<file path="src/rtl/memo_pkg.sv">
package memo_pkg;
  localparam int unsigned NREGS_DEF = 32;
  localparam int unsigned WAYS_DEF  = 4;
  localparam int unsigned SET_W_DEF = 7;
  localparam int unsigned PPN_W_DEF = 19;

  function automatic int unsigned clog2_min1(input int unsigned n);
    return (n <= 2) ? 1 : $clog2(n);
  endfunction
endpackage

</file>
<file path="src/rtl/memo_payload.sv">
module memo_payload #(
  parameter int unsigned NREGS = 32,
  parameter int unsigned RIDX_W = 5,
  parameter int unsigned WAY_W = 2,
  parameter int unsigned SET_W = 7,
  parameter int unsigned PPN_W = 19
) (
  input  logic              clk_i,
  input  logic              rst_ni,
  input  logic              wr_en_i,
  input  logic [RIDX_W-1:0] wr_reg_i,
  input  logic [WAY_W-1:0]  wr_way_i,
  input  logic [SET_W-1:0]  wr_set_i,
  input  logic [PPN_W-1:0]  wr_ppn_i,
  output logic [WAY_W-1:0]  way_o [NREGS],
  output logic [SET_W-1:0]  set_o [NREGS],
  output logic [PPN_W-1:0]  ppn_o [NREGS]
);
  for (genvar r = 0; r < NREGS; r++) begin : g_ent
    always_ff @(posedge clk_i or negedge rst_ni) begin
      if (!rst_ni) begin
        way_o[r] <= '0;
        set_o[r] <= '0;
        ppn_o[r] <= '0;
      end else if (wr_en_i && wr_reg_i == RIDX_W'(r)) begin
        way_o[r] <= wr_way_i;
        set_o[r] <= wr_set_i;
        ppn_o[r] <= wr_ppn_i;
      end
    end

    // written entry holds the written page next cycle
    p_write_ppn_r3: assert property (@(posedge clk_i) disable iff (!rst_ni)
      (wr_en_i && wr_reg_i == RIDX_W'(r)) |=> ppn_o[r] == $past(wr_ppn_i));
  end
endmodule

</file>
<file path="src/rtl/memo_valid.sv">
module memo_valid #(
  parameter int unsigned NREGS = 32,
  parameter int unsigned RIDX_W = 5,
  parameter int unsigned WAY_W = 2,
  parameter int unsigned SET_W = 7,
  parameter int unsigned PPN_W = 19
) (
  input  logic              clk_i,
  input  logic              rst_ni,
  input  logic              wr_en_i,
  input  logic [RIDX_W-1:0] wr_reg_i,
  input  logic              wr_line_vld_i,
  input  logic              wr_xlat_vld_i,
  input  logic [WAY_W-1:0]  ent_way_i [NREGS],
  input  logic [SET_W-1:0]  ent_set_i [NREGS],
  input  logic [PPN_W-1:0]  ent_ppn_i [NREGS],
  input  logic              evict_en_i,
  input  logic [SET_W-1:0]  evict_set_i,
  input  logic [WAY_W-1:0]  evict_way_i,
  input  logic              tlb_inv_en_i,
  input  logic [PPN_W-1:0]  tlb_inv_ppn_i,
  output logic [NREGS-1:0]  line_q_o,
  output logic [NREGS-1:0]  xlat_q_o
);
  logic [NREGS-1:0] wr_hit, ev_hit, tlb_hit;

  for (genvar r = 0; r < NREGS; r++) begin : g_vld
    assign wr_hit[r]  = wr_en_i && wr_reg_i == RIDX_W'(r);
    assign ev_hit[r]  = evict_en_i && ent_set_i[r] == evict_set_i && ent_way_i[r] == evict_way_i;
    assign tlb_hit[r] = tlb_inv_en_i && ent_ppn_i[r] == tlb_inv_ppn_i;

    always_ff @(posedge clk_i or negedge rst_ni) begin
      if (!rst_ni) begin
        line_q_o[r] <= 1'b0;
        xlat_q_o[r] <= 1'b0;
      end else if (wr_hit[r]) begin
        line_q_o[r] <= wr_line_vld_i;
        xlat_q_o[r] <= wr_xlat_vld_i;
      end else begin
        if (ev_hit[r])  line_q_o[r] <= 1'b0;
        if (tlb_hit[r]) xlat_q_o[r] <= 1'b0;
      end
    end

    p_evict_clear_r6: assert property (@(posedge clk_i) disable iff (!rst_ni)
      (ev_hit[r] && !wr_hit[r]) |=> !line_q_o[r]);
    p_tlb_clear_r7: assert property (@(posedge clk_i) disable iff (!rst_ni)
      (tlb_hit[r] && !wr_hit[r]) |=> !xlat_q_o[r]);
    p_write_wins_r8: assert property (@(posedge clk_i) disable iff (!rst_ni)
      wr_hit[r] |=> (line_q_o[r] == $past(wr_line_vld_i)) && (xlat_q_o[r] == $past(wr_xlat_vld_i)));
    p_no_spurious_set_r4: assert property (@(posedge clk_i) disable iff (!rst_ni)
      !wr_hit[r] |=> !$rose(line_q_o[r]) && !$rose(xlat_q_o[r]));
  end
endmodule

</file>
<file path="src/rtl/memo_table.sv">
module memo_table
  import memo_pkg::*;
#(
  parameter int unsigned NREGS = NREGS_DEF,
  parameter int unsigned WAYS  = WAYS_DEF,
  parameter int unsigned SET_W = SET_W_DEF,
  parameter int unsigned PPN_W = PPN_W_DEF,
  localparam int unsigned RIDX_W = clog2_min1(NREGS),
  localparam int unsigned WAY_W  = clog2_min1(WAYS)
) (
  input  logic              clk_i,
  input  logic              rst_ni,
  input  logic              wr_en_i,
  input  logic [RIDX_W-1:0] wr_reg_i,
  input  logic [WAY_W-1:0]  wr_way_i,
  input  logic [SET_W-1:0]  wr_set_i,
  input  logic [PPN_W-1:0]  wr_ppn_i,
  input  logic              wr_line_vld_i,
  input  logic              wr_xlat_vld_i,
  input  logic [RIDX_W-1:0] rd_reg_i,
  output logic [WAY_W-1:0]  rd_way_o,
  output logic [SET_W-1:0]  rd_set_o,
  output logic [PPN_W-1:0]  rd_ppn_o,
  output logic              rd_line_vld_o,
  output logic              rd_xlat_vld_o,
  input  logic              evict_en_i,
  input  logic [SET_W-1:0]  evict_set_i,
  input  logic [WAY_W-1:0]  evict_way_i,
  input  logic              tlb_inv_en_i,
  input  logic [PPN_W-1:0]  tlb_inv_ppn_i,
  output logic [NREGS-1:0]  line_vld_vec_o,
  output logic [NREGS-1:0]  xlat_vld_vec_o
);
  logic [WAY_W-1:0] way_q [NREGS];
  logic [SET_W-1:0] set_q [NREGS];
  logic [PPN_W-1:0] ppn_q [NREGS];
  logic [NREGS-1:0] line_q, xlat_q;
  logic             byp;

  memo_payload #(.NREGS(NREGS), .RIDX_W(RIDX_W), .WAY_W(WAY_W), .SET_W(SET_W), .PPN_W(PPN_W)) u_payload (
    .clk_i, .rst_ni, .wr_en_i, .wr_reg_i, .wr_way_i, .wr_set_i, .wr_ppn_i,
    .way_o(way_q), .set_o(set_q), .ppn_o(ppn_q)
  );

  memo_valid #(.NREGS(NREGS), .RIDX_W(RIDX_W), .WAY_W(WAY_W), .SET_W(SET_W), .PPN_W(PPN_W)) u_valid (
    .clk_i, .rst_ni, .wr_en_i, .wr_reg_i, .wr_line_vld_i, .wr_xlat_vld_i,
    .ent_way_i(way_q), .ent_set_i(set_q), .ent_ppn_i(ppn_q),
    .evict_en_i, .evict_set_i, .evict_way_i, .tlb_inv_en_i, .tlb_inv_ppn_i,
    .line_q_o(line_q), .xlat_q_o(xlat_q)
  );

  // same-cycle write to the read register is forwarded
  assign byp = wr_en_i && wr_reg_i == rd_reg_i;

  always_comb begin
    if (byp) begin
      rd_way_o      = wr_way_i;
      rd_set_o      = wr_set_i;
      rd_ppn_o      = wr_ppn_i;
      rd_line_vld_o = wr_line_vld_i;
      rd_xlat_vld_o = wr_xlat_vld_i;
    end else begin
      rd_way_o      = way_q[rd_reg_i];
      rd_set_o      = set_q[rd_reg_i];
      rd_ppn_o      = ppn_q[rd_reg_i];
      rd_line_vld_o = line_q[rd_reg_i];
      rd_xlat_vld_o = xlat_q[rd_reg_i];
    end
  end

  assign line_vld_vec_o = line_q;
  assign xlat_vld_vec_o = xlat_q;

  p_read_vec_agree_r10: assert property (@(posedge clk_i) disable iff (!rst_ni)
    !byp |-> (rd_line_vld_o == line_vld_vec_o[rd_reg_i]) && (rd_xlat_vld_o == xlat_vld_vec_o[rd_reg_i]));
endmodule

</file>
<file path="config.mk">
export PLATFORM = sky130hd
export DESIGN_NAME = memo_table
export DESIGN_NICKNAME = d
export VERILOG_FILES = /design/src/rtl/memo_pkg.sv /design/src/rtl/memo_payload.sv /design/src/rtl/memo_valid.sv /design/src/rtl/memo_table.sv
export SDC_FILE = /design/constraint.sdc
export NUM_CORES = 2
export LEC_CHECK = 0
export ABC_AREA = 0
export BUFFER_PORTS_ARGS = -buffer_cell sky130_fd_sc_hd__buf_2
export CAP_MARGIN = 20
export CORE_MARGIN = 3
export CORE_UTILIZATION = 37
export CTS_BUF_LIST = sky130_fd_sc_hd__clkbuf_8
export CTS_CLUSTER_DIAMETER = 100
export DETAILED_ROUTE_END_ITERATION = 8
export PLACE_DENSITY_LB_ADDON = 0.2
export SYNTH_ARGS = -nofsm -noshare
export SYNTH_HDL_FRONTEND = slang
export SYNTH_HIERARCHICAL = 1
export SYNTH_SLANG_ARGS = --single-unit
</file>
<file path="constraint.sdc">
create_clock -name clk_i -period 1.5 [get_ports clk_i]
set_input_delay 0.15 -clock clk_i [delete_from_list [all_inputs] [get_ports clk_i]]
set_output_delay 0.15 -clock clk_i [all_outputs]
set_load 0.01 [all_outputs]
</file>
# After elaboration in Yosys (flattened, before gate mapping)
# Cells that the tools add are included.
[totals]
word_cells = 631
out_inout_bits = 94
reg_bits = 960
[op_classes]
n_lt_le_gt_ge = 2
muxes = 146
reduce_logical = 194
bitwise = 1
eq_ne = 128
[op_table]
columns = ["operator", "count"]
rows = [
  ["$eq 19x19->1", 32],
  ["$eq 7x7->1", 32],
  ["$mux 1", 132],
  ["$logic_and 1x1->1", 129],
  ["$reduce_bool 2->1", 64],
  ["$bmux 19 s5", 1],
  ["$eq 5x5->1 const B", 16],
  ["$eq 2x2->1", 32],
  ["$mux 19", 3],
  ["$eq 5x4->1 const B", 8],
  ["$bmux 7 s5", 1],
  ["$mux 7", 3],
  ["$eq 5x3->1 const B", 4],
  ["$bmux 1 s5", 2],
  ["$bmux 2 s5", 1],
  ["$eq 5x2->1 const B", 2],
  ["$ge 6x6->1 const B", 1],
  ["$lt 5x6->1 const B", 1],
  ["$mux 2", 3],
  ["$not 5->6", 1],
  ["$eq 5x1->1 const B", 1],
  ["$eq 5x5->1", 1],
  ["$logic_not 5->1", 1],
]

# Depth between registers and ports, before layout
[logic_depth]
ltp_word = 5
mapped_depth = 9

# Hierarchy
# Netlist, hierarchy kept.
[by_module_without_submodules]
columns = ["module", "cells_each", "instances", "area_per_inst_um2"]
rows = [
  ["memo_payload", 1998, 1, 33554.7],
  ["memo_valid", 1613, 1, 13415.4],
  ["memo_table", 1036, 1, 8599.5],
]

# Least setup slack after synthesis
# No wires, ideal clock.
[synth_timing]
path_kind = "input to output"
startpoint = "input port rd_reg_i[0]"
endpoint = "output port rd_ppn_o[10]"
n_path_buf = 4
slack_ps = -137
arrival_time_ps = 1487
t_required_ps = 1350
stages = 9
path_cell_list = "buf_4 buf_6 buf_8 buf_4 mux2i_1 a22oi_1 a21oi_1 nor4_1 mux2_2"
[synth_via]
elab_chain_len = 5
elab_cells_between_ends = 7
cone_classes = "eq/ne (1); mux (4); bitwise (1); reduce/logical (1)"
[synth_lines]
columns = ["item", "line", "text"]
rows = [
  ["from (decl)", "memo_table.sv:20", "input logic [RIDX_W-1:0] rd_reg_i,"],
  ["$not 5->6 (not written as such)", "memo_table.sv:65", "rd_ppn_o = ppn_q[rd_reg_i];"],
  ["$bmux 19 s5", "memo_table.sv:65", ""],
  ["$mux 19 (not written as such) (2 in a row)", "memo_table.sv:65", ""],
  ["$mux 19 (*)", "memo_table.sv:56", "if (byp) begin"],
  ["to (decl)", "memo_table.sv:23", "output logic [PPN_W-1:0] rd_ppn_o,"],
]
# Mark *: on every way between the ends. The rest lies on a longest branch, timed or not. The select of a mux whose other input is x is not followed.

# Worst setup path after layout
[layout_timing]
startpoint = "register u_payload/ppn_o[450] in the netlist's numbering"
endpoint = "output port rd_ppn_o[13]"
[layout_via]
elab_chain_len = 4
[layout_lines]
columns = ["item", "line", "text"]
rows = [
  ["from (decl)", "memo_payload.sv:17", "output logic [PPN_W-1:0] ppn_o [NREGS]"],
  ["from (signal, indexed assignment)", "memo_payload.sv:28", "ppn_o[r] <= wr_ppn_i;"],
  ["$bmux 19 s5", "memo_table.sv:65", ""],
  ["$mux 19 (not written as such) (2 in a row)", "memo_table.sv:65", ""],
  ["$mux 19", "memo_table.sv:56", ""],
]
# Every way passes these cells. The select of a mux whose other input is x is not followed.

==> summary.md <==
| Metric | Value |
|---|---|
| Status | finished, violations left |
| Failing checks | setup timing |
| EDFF count, synth | 0 |
| Num rows | 141 |
| R2r startpoint | u_payload/ppn_o[453] |
| Grt ovf | 0 |
| Worst hold path type | input port to flip-flop |
| PortBufs | 166 |
| Die W | 393.5 µm |
| Via count | 45,710 |
| Synth-to-Final Area Change | 44.66% |
| Multi-input gate area in the final layout | 33,020 µm² |
| Share of layout cells above drive strength 1 | 54.55% |
| IO Pins | 167 |
| CTS Sinks | 960 |
| # DRC | 0 |
| Pins Over Slew Limit | 0 |
| CP arrival | 2670 ps |
| Hold Fails Final Rpt | 0 |
| Hold WS | 53.66 ps |
| Final worst setup slack | -1324 ps |
| Syn Nets | 4,720 |
| RSZ-0062 raised after global routing | yes |
| Required time worst endpoint | 1350 ps |
| H-tree depth | 4 |
| Power, Total | 95.65 mW |
| Minimum clock period after layout | 2824 ps |
| Fill count | 12,975 |
| Final WL | 233.0 mm |
| Place WS | -1401 ps |
| Leak Pwr | 36.44 nW |
| Synth top area cells | dfrtp_1, mux2_2, xnor2_1 |
| Maxcap violations | 0 |
| Sequential element share of the synthesized area | 43.23% |
| Largest net degree at the start of global routing | 45 |
| Iteration-0 DRC Markers | 3,591 |
| Achievable Freq | 354.1 MHz |
| Synth Warn # | 6 |
| Power per cell area | 1190 nW/µm² |
| Final Core Density | 54.12% |
| Core Region | 148,500 µm² |
| FF/Latch Area | 24,020 µm² |
| Worst-margin pin slew | 1147 ps |
| TritonCTS clock tree | done |
| First-pass GRT wire length | 334.3 mm |
| Startpoint types | flip-flop |
| Yosys top cell by area | dfrtp_1 |
| Final setup fails | 144 |
| Clock Latency Late Sink | 910 ps |
| Router iterations before antenna repair | 8 |
| Vias in the first global route | 47,196 |
| Longest Clk Path Bufs | 3 |
| Worst Skew | 36.03 ps |
| Post-synth top flop | dfrtp_1 |
| Mapped Area | 55,570 µm² |
| Post-layout nets | 6,394 |
| VDD IR max | 0.8594 mV |
| Initial Utilization | 37.41% |
| Cells after Synth | 4,647 |
| Root buf cell | clkbuf_8 |
| Post-synth top cells | dfrtp_1, mux2_2, xnor2_1, mux2i_1, a22oi_1 |
| CTS buffer count | 177 |
| Crit path launch | u_payload/ppn_o[450] |
| Worst-path clk slew | 60 ps |
| ANT nets after route | 0 |
| Post-synthesis async set-or-reset flop share | 100.0% |
| Routed len/inst | 27.54 µm |
| Min-delay src | tlb_inv_ppn_i[0] |
| Setup TNS | -50,450 ps |
| Library cells used by synthesis | 39 |
| Synthesized area per cell | 11.96 µm² |
| Rel. slew slack | 23.26% |
| Via/cell ratio | 5.403 |
| Peak fanout along the critical path | 2 |
| Total die area | 154,900 µm² |
| Most frequent cell after synthesis | dfrtp_1 |
| Routability congestion estimate | 0.9374 |
| Register bit count reported by yosys | 960 |
| Gr usage total | 29.29% |
| Worst setup path class | flip-flop to primary output |
| Period utilization | 188.3% |
| CP endpoint kind | primary output |
| Area fraction of the dominant cell type after synthesis | 43.23% |
| Hpwl dp | 166.4 mm |
| Die Ht | 393.5 µm |
| Initial antenna violation count | 6 |
-- what timing repair did --
item / in CTS / in global routing
hold buffers: 69 / 0
buffers inserted: 47 / 64
setup endpoints to repair: 127 / 158
gates resized for setup: 586 / 268
hold endpoints to repair: 1583 / 0
pin swaps: 199 / 160
-- critical path: stages, from the launching register on --
cell and delay, ps:
dfrtp_1 440, mux2i_2 120, a22oi_2 330, a21oi_4 140, nor4_4 380, mux2_4 260, buf_6 110
-- metrics by stage --
step	instances	area, µm²
after floorplan	4647	55620
after global placement	8083	71570
after detailed placement	8084	71580
after CTS	8452	78890
after global routing	8459	80390
final	8460	80390
-- cell families (layout without fill, tap and decap cells) --
family                    count (synthesis)  after routing  share of synthesized area [%]
and+or+nand+nor                         498            498                          5.134
other                                     0              2                              0
DFF                                     960            960                          43.23
buffers and inverters                   408           2217                          4.242
muxes                                  1438           1438                          27.99
AOI/OAI and AO/OA                       442            442                          5.206
xor gates and xnor gates                901            901                          14.20
-- worst paths after layout --
path	endpoint	slack, ps	depth (start not counted)
worst max-delay path	rd_ppn_o[13]	-1320	6
worst min-delay path	u_valid/xlat_q_o[10]	50	6
worst max register to register	u_valid/xlat_q_o[8]	-280	7
worst min register to register	u_payload/ppn_o[217]	550	1
max in group asynchronous	u_payload/ppn_o[316]	310	6
min in group asynchronous	u_payload/way_o[37]	360	4
-- placed cells by master (no fill, tap or decap), types with 64 or more instances in the layout --
master,n
dfrtp_1,959
a22oi_2,88
clkbuf_8,217
buf_4,1366
buf_12,189
xnor2_2,156
mux2_2,895
inv_1,72
buf_6,200
a21oi_2,64
buf_2,77
xnor2_1,683
nand2_1,105
dlygate4sd3_1,64
a22oi_1,152
mux2i_1,460
nand4_1,211
-- per-layer routing --
metal | track usage, % | vias up | part of all wire, % | wire (µm)
met5 | 0 | - | 0 | 0
met4 | 9.412 | 0 | 3.2 | 7502
met3 | 4.371 | 365 | 6.6 | 15290
met2 | 46.41 | 1624 | 46 | 107400
met1 | 41.13 | 23613 | 44 | 102800
li1 | - | 20108 | - | -
-- area by class of cell --
cell class / instances / share of cell area, %
Inverter: 1 / 0.004669
Antenna cell: 2 / 0.006226
Clock buffer: 217 / 3.715
Multi-Input combinational cell: 3279 / 41.07
Timing Repair Buffer: 1902 / 21.66
Tap cell: 2002 / 3.116
Clock inverter: 97 / 0.5401
Sequential cell: 960 / 29.89
-- report_power, final --
part	leakage, nW	internal [mW]	switching, mW
sequential	12.3	31.0	3.44
clock	2.03	13.0	12.0
combinational	22.1	20.3	15.9
total	36.4	64.3	31.4
-- flip-flops by register name (all words and copies together) (netlist names) --
signal and count:
u_payload/ppn_o 608, u_payload/set_o 224, u_payload/way_o 64, u_valid/line_q_o 32, u_valid/xlat_q_o 32
Power figures use the tool's default switching activity.
